File: src/rtl/burst_pkg.sv
package burst_pkg;
  localparam int LEN_W  = 4;
  localparam int SIZE_W = 3;
  localparam int TOT_W  = 12;

  typedef enum logic [1:0] {
    BK_FIXED = 2'b00,
    BK_INCR  = 2'b01,
    BK_WRAP  = 2'b10,
    BK_RSVD  = 2'b11
  } burst_kind_e;

  function automatic logic [TOT_W-1:0] beat_bytes(input logic [SIZE_W-1:0] size);
    return TOT_W'(1) << size;
  endfunction

  function automatic logic [TOT_W-1:0] burst_total(input logic [LEN_W-1:0] len,
                                                   input logic [SIZE_W-1:0] size);
    return (TOT_W'(len) + TOT_W'(1)) << size;
  endfunction
endpackage

File: src/rtl/burst_decode.sv
module burst_decode import burst_pkg::*; #(
  parameter int ADDR_W = 32
) (
  input  logic [ADDR_W-1:0] addr_i,
  input  logic [LEN_W-1:0]  len_i,
  input  logic [SIZE_W-1:0] size_i,
  input  logic [1:0]        kind_i,
  output logic              bad_o,
  output logic [ADDR_W-1:0] lo_o,
  output logic [ADDR_W-1:0] hi_o
);
  function automatic logic [ADDR_W-1:0] window_low(input logic [ADDR_W-1:0] a,
                                                   input logic [ADDR_W-1:0] tot);
    return a - (a % tot);
  endfunction

  logic [ADDR_W-1:0] tot_w;
  logic [ADDR_W-1:0] width_w;
  logic              misaligned;

  assign tot_w      = ADDR_W'(burst_total(len_i, size_i));
  assign width_w    = ADDR_W'(beat_bytes(size_i));
  assign misaligned = (addr_i & (width_w - ADDR_W'(1))) != '0;
  assign lo_o       = window_low(addr_i, tot_w);
  assign hi_o       = lo_o + tot_w - ADDR_W'(1);
  assign bad_o      = (kind_i == BK_RSVD) || ((kind_i == BK_WRAP) && misaligned);
endmodule

File: src/rtl/burst_next.sv
module burst_next import burst_pkg::*; #(
  parameter int ADDR_W = 32
) (
  input  logic [ADDR_W-1:0] cur_i,
  input  logic [SIZE_W-1:0] size_i,
  input  logic [1:0]        kind_i,
  input  logic [ADDR_W-1:0] lo_i,
  input  logic [ADDR_W-1:0] hi_i,
  output logic [ADDR_W-1:0] nxt_o,
  output logic              wrapped_o
);
  logic [ADDR_W:0] sum_x;

  assign sum_x     = {1'b0, cur_i} + (ADDR_W+1)'(beat_bytes(size_i));
  assign wrapped_o = (kind_i == BK_WRAP) && (sum_x > {1'b0, hi_i});

  always_comb begin
    unique case (kind_i)
      BK_FIXED: nxt_o = cur_i;
      BK_WRAP:  nxt_o = wrapped_o ? lo_i : sum_x[ADDR_W-1:0];
      default:  nxt_o = sum_x[ADDR_W-1:0];
    endcase
  end
endmodule

File: src/rtl/burst_beat_count.sv
module burst_beat_count import burst_pkg::*; (
  input  logic             clk,
  input  logic             rst_n,
  input  logic             load_i,
  input  logic [LEN_W-1:0] len_i,
  input  logic             adv_i,
  output logic [LEN_W-1:0] idx_o,
  output logic             last_o
);
  logic [LEN_W-1:0] len_q;

  always_ff @(posedge clk or negedge rst_n) begin
    if (!rst_n) begin
      idx_o <= '0;
      len_q <= '0;
    end else if (load_i) begin
      idx_o <= '0;
      len_q <= len_i;
    end else if (adv_i) begin
      idx_o <= idx_o + LEN_W'(1);
    end
  end

  assign last_o = (idx_o == len_q);

  a_r2_idx_bounded: assert property (@(posedge clk) disable iff (!rst_n)
    idx_o <= len_q);
endmodule

File: src/rtl/burst_addr_gen.sv
module burst_addr_gen import burst_pkg::*; #(
  parameter int ADDR_W = 32
) (
  input  logic              clk,
  input  logic              rst_n,
  input  logic              start_i,
  input  logic [ADDR_W-1:0] addr_i,
  input  logic [3:0]        len_i,
  input  logic [2:0]        size_i,
  input  logic [1:0]        kind_i,
  input  logic              step_i,
  output logic              beat_valid_o,
  output logic [ADDR_W-1:0] beat_addr_o,
  output logic [3:0]        beat_idx_o,
  output logic              beat_last_o,
  output logic              err_o,
  output logic [ADDR_W-1:0] wrap_lo_o,
  output logic [ADDR_W-1:0] wrap_hi_o
);
  logic              active_q, err_q;
  logic [ADDR_W-1:0] cur_q, lo_q, hi_q;
  logic [SIZE_W-1:0] size_q;
  logic [1:0]        kind_q;

  logic              bad_w, last_w, wrapped_w;
  logic [ADDR_W-1:0] lo_w, hi_w, nxt_w;
  logic [LEN_W-1:0]  idx_w;

  // named internal events
  logic take_start, accept, reject, take_step, finish;
  assign take_start = start_i && !active_q;
  assign reject     = take_start && bad_w;
  assign accept     = take_start && !bad_w;
  assign take_step  = step_i && active_q;
  assign finish     = take_step && last_w;

  burst_decode #(.ADDR_W(ADDR_W)) u_dec (
    .addr_i(addr_i), .len_i(len_i), .size_i(size_i), .kind_i(kind_i),
    .bad_o(bad_w), .lo_o(lo_w), .hi_o(hi_w));

  burst_next #(.ADDR_W(ADDR_W)) u_nxt (
    .cur_i(cur_q), .size_i(size_q), .kind_i(kind_q), .lo_i(lo_q), .hi_i(hi_q),
    .nxt_o(nxt_w), .wrapped_o(wrapped_w));

  burst_beat_count u_cnt (
    .clk(clk), .rst_n(rst_n), .load_i(accept), .len_i(len_i),
    .adv_i(take_step && !last_w), .idx_o(idx_w), .last_o(last_w));

  always_ff @(posedge clk or negedge rst_n) begin
    if (!rst_n) begin
      active_q <= 1'b0;
      err_q    <= 1'b0;
      cur_q    <= '0;
      lo_q     <= '0;
      hi_q     <= '0;
      size_q   <= '0;
      kind_q   <= BK_FIXED;
    end else begin
      err_q <= reject;
      if (accept) begin
        active_q <= 1'b1;
        cur_q    <= addr_i;
        size_q   <= size_i;
        kind_q   <= kind_i;
        lo_q     <= (kind_i == BK_WRAP) ? lo_w : '0;
        hi_q     <= (kind_i == BK_WRAP) ? hi_w : '0;
      end else if (take_step) begin
        cur_q <= nxt_w;
        if (last_w) active_q <= 1'b0;
      end
    end
  end

  logic wrap_on;
  assign wrap_on      = active_q && (kind_q == BK_WRAP);
  assign beat_valid_o = active_q;
  assign beat_addr_o  = active_q ? cur_q : '0;
  assign beat_idx_o   = active_q ? idx_w : '0;
  assign beat_last_o  = active_q && last_w;
  assign err_o        = err_q;
  assign wrap_lo_o    = wrap_on ? lo_q : '0;
  assign wrap_hi_o    = wrap_on ? hi_q : '0;

  a_r9_refuse_no_beat: assert property (@(posedge clk) disable iff (!rst_n)
    reject |=> err_o && !beat_valid_o);
  a_r1_rsvd_refused: assert property (@(posedge clk) disable iff (!rst_n)
    take_start && kind_i == BK_RSVD |=> err_o);
  a_r5_fixed_hold: assert property (@(posedge clk) disable iff (!rst_n)
    take_step && !last_w && kind_q == BK_FIXED |=> $stable(beat_addr_o));
  a_r4_incr_step: assert property (@(posedge clk) disable iff (!rst_n)
    take_step && !last_w && kind_q == BK_INCR
    |=> beat_addr_o == $past(beat_addr_o) + ADDR_W'(beat_bytes($past(size_q))));
  a_r7_wrap_inside: assert property (@(posedge clk) disable iff (!rst_n)
    wrap_on |-> (beat_addr_o >= wrap_lo_o) && (beat_addr_o <= wrap_hi_o));
  a_r7_wrap_return: assert property (@(posedge clk) disable iff (!rst_n)
    take_step && !last_w && wrapped_w |=> beat_addr_o == $past(wrap_lo_o));
  a_r11_idle_after_last: assert property (@(posedge clk) disable iff (!rst_n)
    finish |=> !beat_valid_o);
  a_r10_start_ignored: assert property (@(posedge clk) disable iff (!rst_n)
    active_q && start_i && !finish |=> beat_valid_o && !err_o);
endmodule

File: config.mk
export PLATFORM = sky130hd
export DESIGN_NAME = burst_addr_gen
export DESIGN_NICKNAME = d
export VERILOG_FILES = /design/src/rtl/burst_pkg.sv /design/src/rtl/burst_decode.sv /design/src/rtl/burst_next.sv /design/src/rtl/burst_beat_count.sv /design/src/rtl/burst_addr_gen.sv
export SDC_FILE = /design/constraint.sdc
export NUM_CORES = 1
export LEC_CHECK = 0
export ABC_CLOCK_PERIOD_IN_PS = 8800
export BUFFER_PORTS_ARGS = -buffer_cell sky130_fd_sc_hd__buf_4
export CAP_MARGIN = 10
export CELL_PAD_IN_SITES_DETAIL_PLACEMENT = 0
export CELL_PAD_IN_SITES_GLOBAL_PLACEMENT = 2
export CORE_MARGIN = 2
export CORE_UTILIZATION = 30
export CTS_CLUSTER_DIAMETER = 50
export CTS_CLUSTER_SIZE = 16
export DETAILED_ROUTE_END_ITERATION = 10
export PLACE_DENSITY = 0.79
export SETUP_SLACK_MARGIN = 0.3
export SLEW_MARGIN = 10
export SYNTH_ARGS = -nofsm -noshare
export SYNTH_HDL_FRONTEND = slang
export SYNTH_SLANG_ARGS = --single-unit
File: constraint.sdc
create_clock -name clk -period 8.8 [get_ports clk]
set_input_delay 1.32 -clock clk [delete_from_list [all_inputs] [get_ports clk]]
set_output_delay 1.32 -clock clk [all_outputs]
set_load 0.03 [all_outputs]
After elaboration in Yosys (flattened, before gate mapping)
Index checks and enable logic that the tools add are counted.
{ "word_totals": {"reg_bits": 111, "latchBits": 0, "mem_bits_rw": 0, "mem_bits_ro": 0, "inputBits": 45, "output_inout_bits": 103, "wordCells": 62, "mem_count": 0} }
{ "op_classes": {"add_sub_neg": 7, "n_mul": 0, "div": 1, "magnitude_cmp": 1, "eq_ne": 5, "shift": 3, "mux": 15, "n_bitwise": 1, "n_reduce_logical": 20} }
{ "ops": {"columns": ["cell", "count"], "rows": [
  ["32-bit two-way mux", 8],
  ["32-bit one-hot mux with 2 select lines", 1],
  ["32-bit by 12-bit adder with 33-bit output", 1],
  ["33-bit by 32-bit > comparator with 1-bit output", 1],
  ["32-bit by 12-bit adder with 32-bit output", 1],
  ["32-bit bitwise AND", 1],
  ["32-bit by 12-bit modulo with 32-bit output", 1],
  ["32-bit nonzero test", 1],
  ["32-bit by 1-bit subtractor with 32-bit output, second input constant", 1],
  ["32-bit subtractor", 1],
  ["1-bit by 3-bit << shifter with 12-bit output, first input constant", 2],
  ["12-bit by 1-bit subtractor with 13-bit output, second input constant", 1],
  ["4-bit two-way mux", 3],
  ["12-bit by 3-bit << shifter with 12-bit output", 1],
  ["1-bit logical AND", 9],
  ["2-bit == test, second input constant", 3],
  ["2-bit nonzero test", 3],
  ["4-bit by 1-bit adder with 5-bit output, second input constant", 1],
  ["4-bit by 1-bit adder with 4-bit output, second input constant", 1],
  ["4-bit == test", 1],
  ["2-bit AND reduction", 2],
  ["1-bit zero test", 3],
  ["1-bit two-way mux", 3],
  ["2-bit zero test", 1],
  ["2 further kinds", 2]
]} }

Logic depth before layout (Yosys ltp)
Gate-level depths: netlist of the first run.
{ "logic_depth": {"depth_word": 10, "mapped_depth": 538, "depth_no_buf": 494} }

Modules after synthesis
A second synthesis of the first run with hierarchy kept.
{ "hier_totals": {"cells_unflattened": 4661, "hier_area_um2": 34535.6} }
{ "by_module_without_submodules": {"columns": ["mod", "instances", "cells_per_inst", "area_per_inst_um2", "seq_area_each_um2"], "rows": [
  ["burst_decode", 1, 3732, 25525.7, 0.0],
  ["burst_addr_gen", 1, 534, 6184.7, 2577.5],
  ["burst_next", 1, 365, 2444.8, 0.0],
  ["burst_beat_count", 1, 30, 380.4, 200.2]
]} }

Worst setup path before layout of the first run
No wires, ideal clock.
{ "synth_timing": {"path_type": "input -> register", "startpoint": "in len_i[0]", "endpoint": "reg hi_q[31]", "setup_ns": 0.121, "arrival_time_ns": 99.619, "required_time_ns": 8.679, "slack_ns": -90.940, "stages": 507, "n_path_buf": 50, "path_cell_list": "ha_1 buf_4 xnor2_1 o221ai_1 a211oi_4 nand2_2 buf_6 or2_2 nor2_1 a31oi_1 a31oi_1 ha_1 or4b_1 nand2_1 a31oi_1 o31a_1 ha_1 o21ai_0 [471 not listed] inv_1 ha_1 a221oi_1 o21bai_1 a21oi_1 nor2_1 a221o_1 a21o_1 a21o_1 a21o_1 a21o_1 a21o_1 a21o_1 a21o_1 a21oi_1 xnor2_1 xnor3_1 a22o_1"} }
{ "synth_between": {"elab_chain_len": 7} }
{ "synth_rtl": {"columns": ["element", "line_no", "source"], "rows": [
  ["start, declared", "burst_addr_gen.sv:8", "input logic [3:0] len_i,"],
  ["4-bit by 1-bit adder with 5-bit output (*)", "burst_pkg.sv:19", "return (TOT_W'(len) + TOT_W'(1)) << size;"],
  ["12-bit by 3-bit << shifter with 12-bit output (*)", "burst_pkg.sv:19", null],
  ["32-bit by 12-bit modulo with 32-bit output", "burst_decode.sv:14", "return a - (a % tot);"],
  ["32-bit subtractor", "burst_decode.sv:14", null],
  ["32-bit by 12-bit adder with 32-bit output (*)", "burst_decode.sv:25", "assign hi_o = lo_o + tot_w - ADDR_W'(1);"],
  ["32-bit by 1-bit subtractor with 32-bit output (*)", "burst_decode.sv:25", null],
  ["32-bit two-way mux (*)", "burst_addr_gen.sv:66", "hi_q <= (kind_i == BK_WRAP) ? hi_w : '0;"],
  ["end signal, assigned", "burst_addr_gen.sv:66", null],
  ["end, declared", "burst_addr_gen.sv:21", "logic [ADDR_W-1:0] cur_q, lo_q, hi_q;"]
]} }
Mark *: on every way between the ends. The rest lies on a longest branch, timed or not.
A chain may end at the register's enable or synchronous reset.

Worst setup path in the final report of the first run
{ "layout_timing": {"startpoint": "in len_i[2]", "endpoint": "reg hi_q[31]"} }
The elaborated chain is that of the path after synthesis.

==> reports/results.ini, run 1 <==
[synthesis]
syn-num-nets=5007
netlist_area_um2=33000
synthCells=4523
synth-main-ff-cell=dfrtp_1
synth_seq_cells=111
synthAdderAreaFrac_pct=16.8
synthMuxAreaShare_pct=4.59
yosysUniqueCellTypes=152
synth_area_leaders=ha_1 (16%), dfrtp_1 (8.4%), nor2_1 (4.8%)
yosysTopAreaCellShare_pct=16.5
synth_edf_count=0
ys_seq_area_share_pct=8.42
synth_top_family_by_area=compound AO/OA/AOI/OAI gates
yosysWarnings=0
synth_xor_area_share_pct=7.80
synth_area_per_cell_um2=7.29
synthSimpleGateAreaFrac_pct=28.0
synth_compound_area_share_pct=29.7
yosysTopAreaCell=ha_1
postSynth.asyncResetShare_pct=100

[layout]
area_growth_pct=75.1
nets=7422
drive_gt1_share_pct=48.5

[setup_path]
critPathRequiredTime_ps=9050
path_class=in2reg
rr_worst_depth=34
worstPathMaxFanout=7
critPathCaptureType=flip-flop
cp_slowest_cell=or3_4
arrival_ps=86200
crit_path_frequent_cell=o21a_1
crit_path_start_kind=input port
cpPeakStageDelay_ps=450

[routing]
dr.pass1.iters=5
routed.top_layer=met4
routedWlPerCell_um=18.6
wl_met1_mm=68.5
drc=0
postRouteWirelength_mm=156
final_antenna_net_count=0
vias_per_cell=5.31
wl_met3_mm=7.00
drt_iter0_drc=2545
via_count=44400
wl_met2_mm=74.7

[timing]
worst_pin_slew_ps=1010
slew_violations=0
setup_viol=64
post-route-period-util_pct=977
fmax_mhz=11.6
fin_worst_skew_ps=18.5
hold_violations=0
period_needed_ps=85960
setup_ws_ps=-77160
rsz0062_at_grt=true
maxSlewHeadroom_pct=32.6

[floorplan]
initial_core_util_pct=30.3
die_w_um=336
ios=148
num_rows=121
core_um2=109000
die_h_um=336
fp.dieArea_um2=113000

[grt]
grt_pass1_vias=44419
grt.total_usage_pct=26.5
grt_antenna_before_repair=1
grt_pass1_wl_mm=241
grt_start_max_net_pins=74
overflow=0

[clock_tree]
clk_pin_slew_ps=80
cts_hold_buffers=0
clock_sinks=111
numCtsBuffers=9
cts_root_buf=clkbuf_16
clockBufferDepth=2
worstSkewPairLatency_ps=370
htreeDepth=3
cts_tree=yes

[placed_design]
post-place-ws_ps=-78610
portBuffers=147
dp_hpwl_mm=119
gp_congestion=0.957

[min_path]
hold_path_depth=2
hold_class=reg2reg

[outcome]
violations=negative setup slack
outcome=finished with violations

[job]
cap_viol_max_count=0

[logic make-up after synthesis]
family / Yosys count
AND/OR/NAND/NOR: 1795
buffers and inverters: 332
multiplexers: 142
AO/OA/AOI/OAI: 1413
XOR/XNOR: 289
flip-flops: 111
adder cells (fa/ha/maj): 441
[path summary, 6_finish.rpt]
kind	end	start	slack, ps
max in group asynchronous	lo_q[9]	rst_n	6510
min in group asynchronous	hi_q[25]	rst_n	960
worst min-delay path	u_cnt.len_q[0]	u_cnt.len_q[0]	510
worst max-delay path	hi_q[31]	len_i[2]	-77160
worst max register to register	cur_q[9]	size_q[0]	940
worst min register to register	u_cnt.len_q[0]	u_cnt.len_q[0]	510
[cells in the final DEF (no fill, tap or decap), types with 74 or more instances in the layout]
cell type	synthesis	layout
ha_4	0	74
buf_6	18	135
o21a_1	196	193
inv_1	158	127
o31ai_1	95	74
and2_1	144	141
a21oi_1	307	221
nor2_1	423	368
xor2_1	116	93
nor3_1	240	228
a21o_1	138	137
nand2_1	384	360
buf_4	25	2429
xnor2_1	168	143
nand3_1	103	93
dfrtp_1	111	111
ha_1	435	356
o21ai_0	239	155
[state kept, by name, indices dropped and copies added, names as in the netlist]
signal,cells
kind_q,2
beat_valid_o,1
u_cnt.len_q,4
lo_q,32
size_q,3
err_o,1
hi_q,32
u_cnt.idx_o,4
cur_q,32
[cells in the mapped netlist, types with 46 or more instances]
cell,number
a21o_1,138
nor3_1,240
xnor2_1,168
nand2_1,384
mux2i_1,70
o21a_1,196
nand4_1,58
xor2_1,116
nand2b_1,54
and2_1,144
mux2_2,65
ha_1,435
nor2_1,423
a21oi_1,307
inv_1,158
o31ai_1,95
or2_2,70
dfrtp_1,111
clkbuf_1,103
or3_1,46
nand3_1,103
o21ai_0,239
[metrics by stage]
step,utilization [%],cells,instance area (um2),hold WS [ps],TNS (ps)
after floorplan,-,4523,34700,462,-5060620
final,53.0,8358,57800,507,-4751100
after global placement,45.9,7733,50100,493,-4712340
after detailed placement,45.9,7733,50100,487,-4832780
after global routing,53.0,8358,57800,550,-5005430
after CTS,51.5,8259,56100,507,-4621430
[worst max-delay path: cells and delay by family]
family	cells	cell delay, ps
xor gates and xnor gates	4	750
and+or+nand+nor	121	21480
AOI/OAI and AO/OA	271	46060
adders and majority gates	33	8880
buffers and inverters	39	4900
muxes	10	2670
[cell type report]
| cell class | instances | area, um2 |
|---|---|---|
| clock buffers | 9 | 225 |
| repair buffers | 2572 | 19900 |
| inverters | 160 | 611 |
| clock inverters | 7 | 72.6 |
| multi-input cells | 4084 | 32400 |
| fillers | 10230 | 51200 |
| diodes | 1 | 2.50 |
| well taps | 1414 | 1770 |
| flip-flops and latches | 111 | 2780 |
[timing repair]
action	in CTS	in global routing
gates resized for setup	383	189
pin swaps	314	257
setup endpoints to repair	64	87
setup buffers	506	98
cloned	4	0
[layer usage]
| layer | vias to the layer above | global-route usage [%] |
|---|---|---|
| li1 | 21658 | - |
| met1 | 21220 | 34.0 |
| met2 | 1204 | 47.2 |
| met3 | 318 | 1.92 |
| met4 | 0 | 7.97 |
| met5 | - | 0 |
Power of run 1 is left out: the tool's default activity adds up to more than one toggle a clock period on the data nets, which glitch-free logic cannot reach.
==> inputs of run 2 (changes only) <==
Settings changed: ABC_CLOCK_PERIOD_IN_PS 8800 to 102200, SKIP_LAST_GASP set to 1, TNS_END_PERCENT set to 100.
Clock period 8.8 ns to 102.2 ns, I/O delays scaled along.
==> run 2 against run 1 <==
Clock-buffer cell count up 2. Core utilization decreased by 13 points. Clock skew is essentially flat. Final cell count down 22%. Worst hold slack about the same. Global-route usage down 4.4 points. The run now ends clean. Non-clock buffer count fell by 1847. Flip-flop and latch count unchanged. Design area shrank 25%. First-iteration DRC count fell by 21%. Via count fell by 18%.
==> reports/results.ini, run 2 (same netlist as run 1, synthesis figures left out) <==
[layout]
nets=5578
n_antenna_cell=0
area_growth_pct=31.0
fillers=11353
layout_common_cells=buf_4 (687), nor2_1 (369), ha_1 (368)
fin_area_um2=43200
top_regs=cur_q: 32 flops, hi_q: 32 flops, lo_q: 32 flops
final_common_cell=buf_4
multi_input_area_um2=32100
drive_gt1_share_pct=28.4
post-route-util_pct=39.7
regArea_um2=2780

[setup_path]
crit_start=len_i[2]
rr_endpoint=cur_q[3]
timing.rr.start=size_q[0]
r2r_setup_slack_ps=94760
arrival_ps=100970
cpPeakStageDelay_ps=500
crit_path_end=hi_q[31]
crit_path_start_kind=input port
path_class=in2reg
critPathCaptureType=flip-flop
rr_worst_depth=37
critPathRequiredTime_ps=102470
worstPathMaxFanout=10
cp_slowest_cell=or4_4
crit_path_frequent_cell=o21a_1

[placed_design]
dp_hpwl_mm=103
gp_congestion=0.937
placed_area_um2=38800
portBuffers=147

[grt]
busiest_layer=met2
gr-usage-met3_pct=1.34
overflow=0
grt_pass1_vias=33834
grt_start_max_net_pins=79
grt_util_met2_pct=39.1
grt.met1_usage_pct=29.4
grt_antenna_before_repair=4
grt_pass1_wl_mm=198
grt.total_usage_pct=22.1

[timing]
post-route-period-util_pct=98.5
hold_violations=0
worst_pin_slew_ps=1290
fmax_mhz=9.93
slew_violations=0
setup_viol=0
setup_tns_ps=0
rsz0062_at_grt=true
maxSlewHeadroom_pct=13.9
fin_worst_skew_ps=18.2
period_needed_ps=100710

[routing]
routedWlPerCell_um=20.5
final_antenna_net_count=0
postRouteWirelength_mm=133
vias_per_cell=5.58
drc=0
dr.pass1.iters=8
via_count=36363
drt_iter0_drc=2011

[floorplan]
die_w_um=336
die_h_um=336
num_rows=121
ios=148
fp.dieArea_um2=113000
initial_core_util_pct=30.3
core_um2=109000

[clock_tree]
clock_sinks=111
htreeDepth=3
clk_pin_slew_ps=80
cts_root_buf=clkbuf_16
cts_hold_buffers=0
clockBufferDepth=2
cts_tree=yes
numCtsBuffers=9
worstSkewPairLatency_ps=380

[job]
cap_viol_max_count=0

[min_path]
hold_class=reg2reg

[outcome]
outcome=complete, no violations

run 2: changes by cell type in the layout (fill, tap and decap cells not counted), moves of 12 or more:
cell	previous run	this run
o31ai_1	74	86
ha_4	74	61
ha_1	356	368
buf_4	2429	687
o21ai_2	39	23
a21oi_1	221	233
o21ai_0	155	175
buf_6	135	24
xor2_2	21	9
a21oi_2	71	58
run 2: how the worst min path moves through the flow:
stage / from / end / slack, ps / depth (start not counted)
CTS: u_cnt.len_q[0] / u_cnt.len_q[0] / 500 / 2
finish: u_cnt.len_q[0] / u_cnt.len_q[0] / 510 / 2
detailed placement: u_cnt.len_q[0] / u_cnt.len_q[0] / 480 / 2
floorplan: lo_q[0] / lo_q[0] / 460 / 2
global route: lo_q[25] / lo_q[25] / 530 / 2
global placement: u_cnt.len_q[0] / u_cnt.len_q[0] / 480 / 2
run 2: per-layer routing:
| layer | share of wire [%] | wire, um | up-vias |
|---|---|---|---|
| met5 | 0 | 0 | - |
| met4 | 2.2 | 2890 | 0 |
| met3 | 3.4 | 4490 | 133 |
| met2 | 49 | 65000 | 736 |
| met1 | 46 | 61100 | 17483 |
| li1 | - | - | 18011 |
run 2: cell type report:
type                    instances  area share (%)
clock inverters                 5           0.116
multi-input cells            4087            74.2
flip-flops and latches        111            6.42
inverters                     160            1.40
clock buffers                  11           0.585
repair buffers                725            13.2
well taps                    1414            4.09
run 2: what timing repair did:
action	in CTS	in global routing
gates cloned	2	7
hold endpoints to repair	0	0
gates resized for setup	65	326
endpoints found under the setup margin	21	62
setup buffers	22	218
pin swaps	27	280
run 2: worst max-delay path: cells and delay by family:
kind,cells,cell delay (ps)
fa+ha+maj,33,8690
simple gates,127,22170
xor+xnor,3,580
mux,8,2110
compound gates,283,49350
buf+inv,22,2660
run 2: stage by stage:
stage          hold slack, ps  std cells  setup WS [ps]
6_report                  507       6513           1490
5_1_grt                   531       6513          -2750
4_1_cts                   504       6288            322
3_5_place_dp              483       6248          -2060
3_3_place_gp              479       6248           -710
2_1_floorplan             462       4523          -2840
Power of run 2 is left out for the same reason.
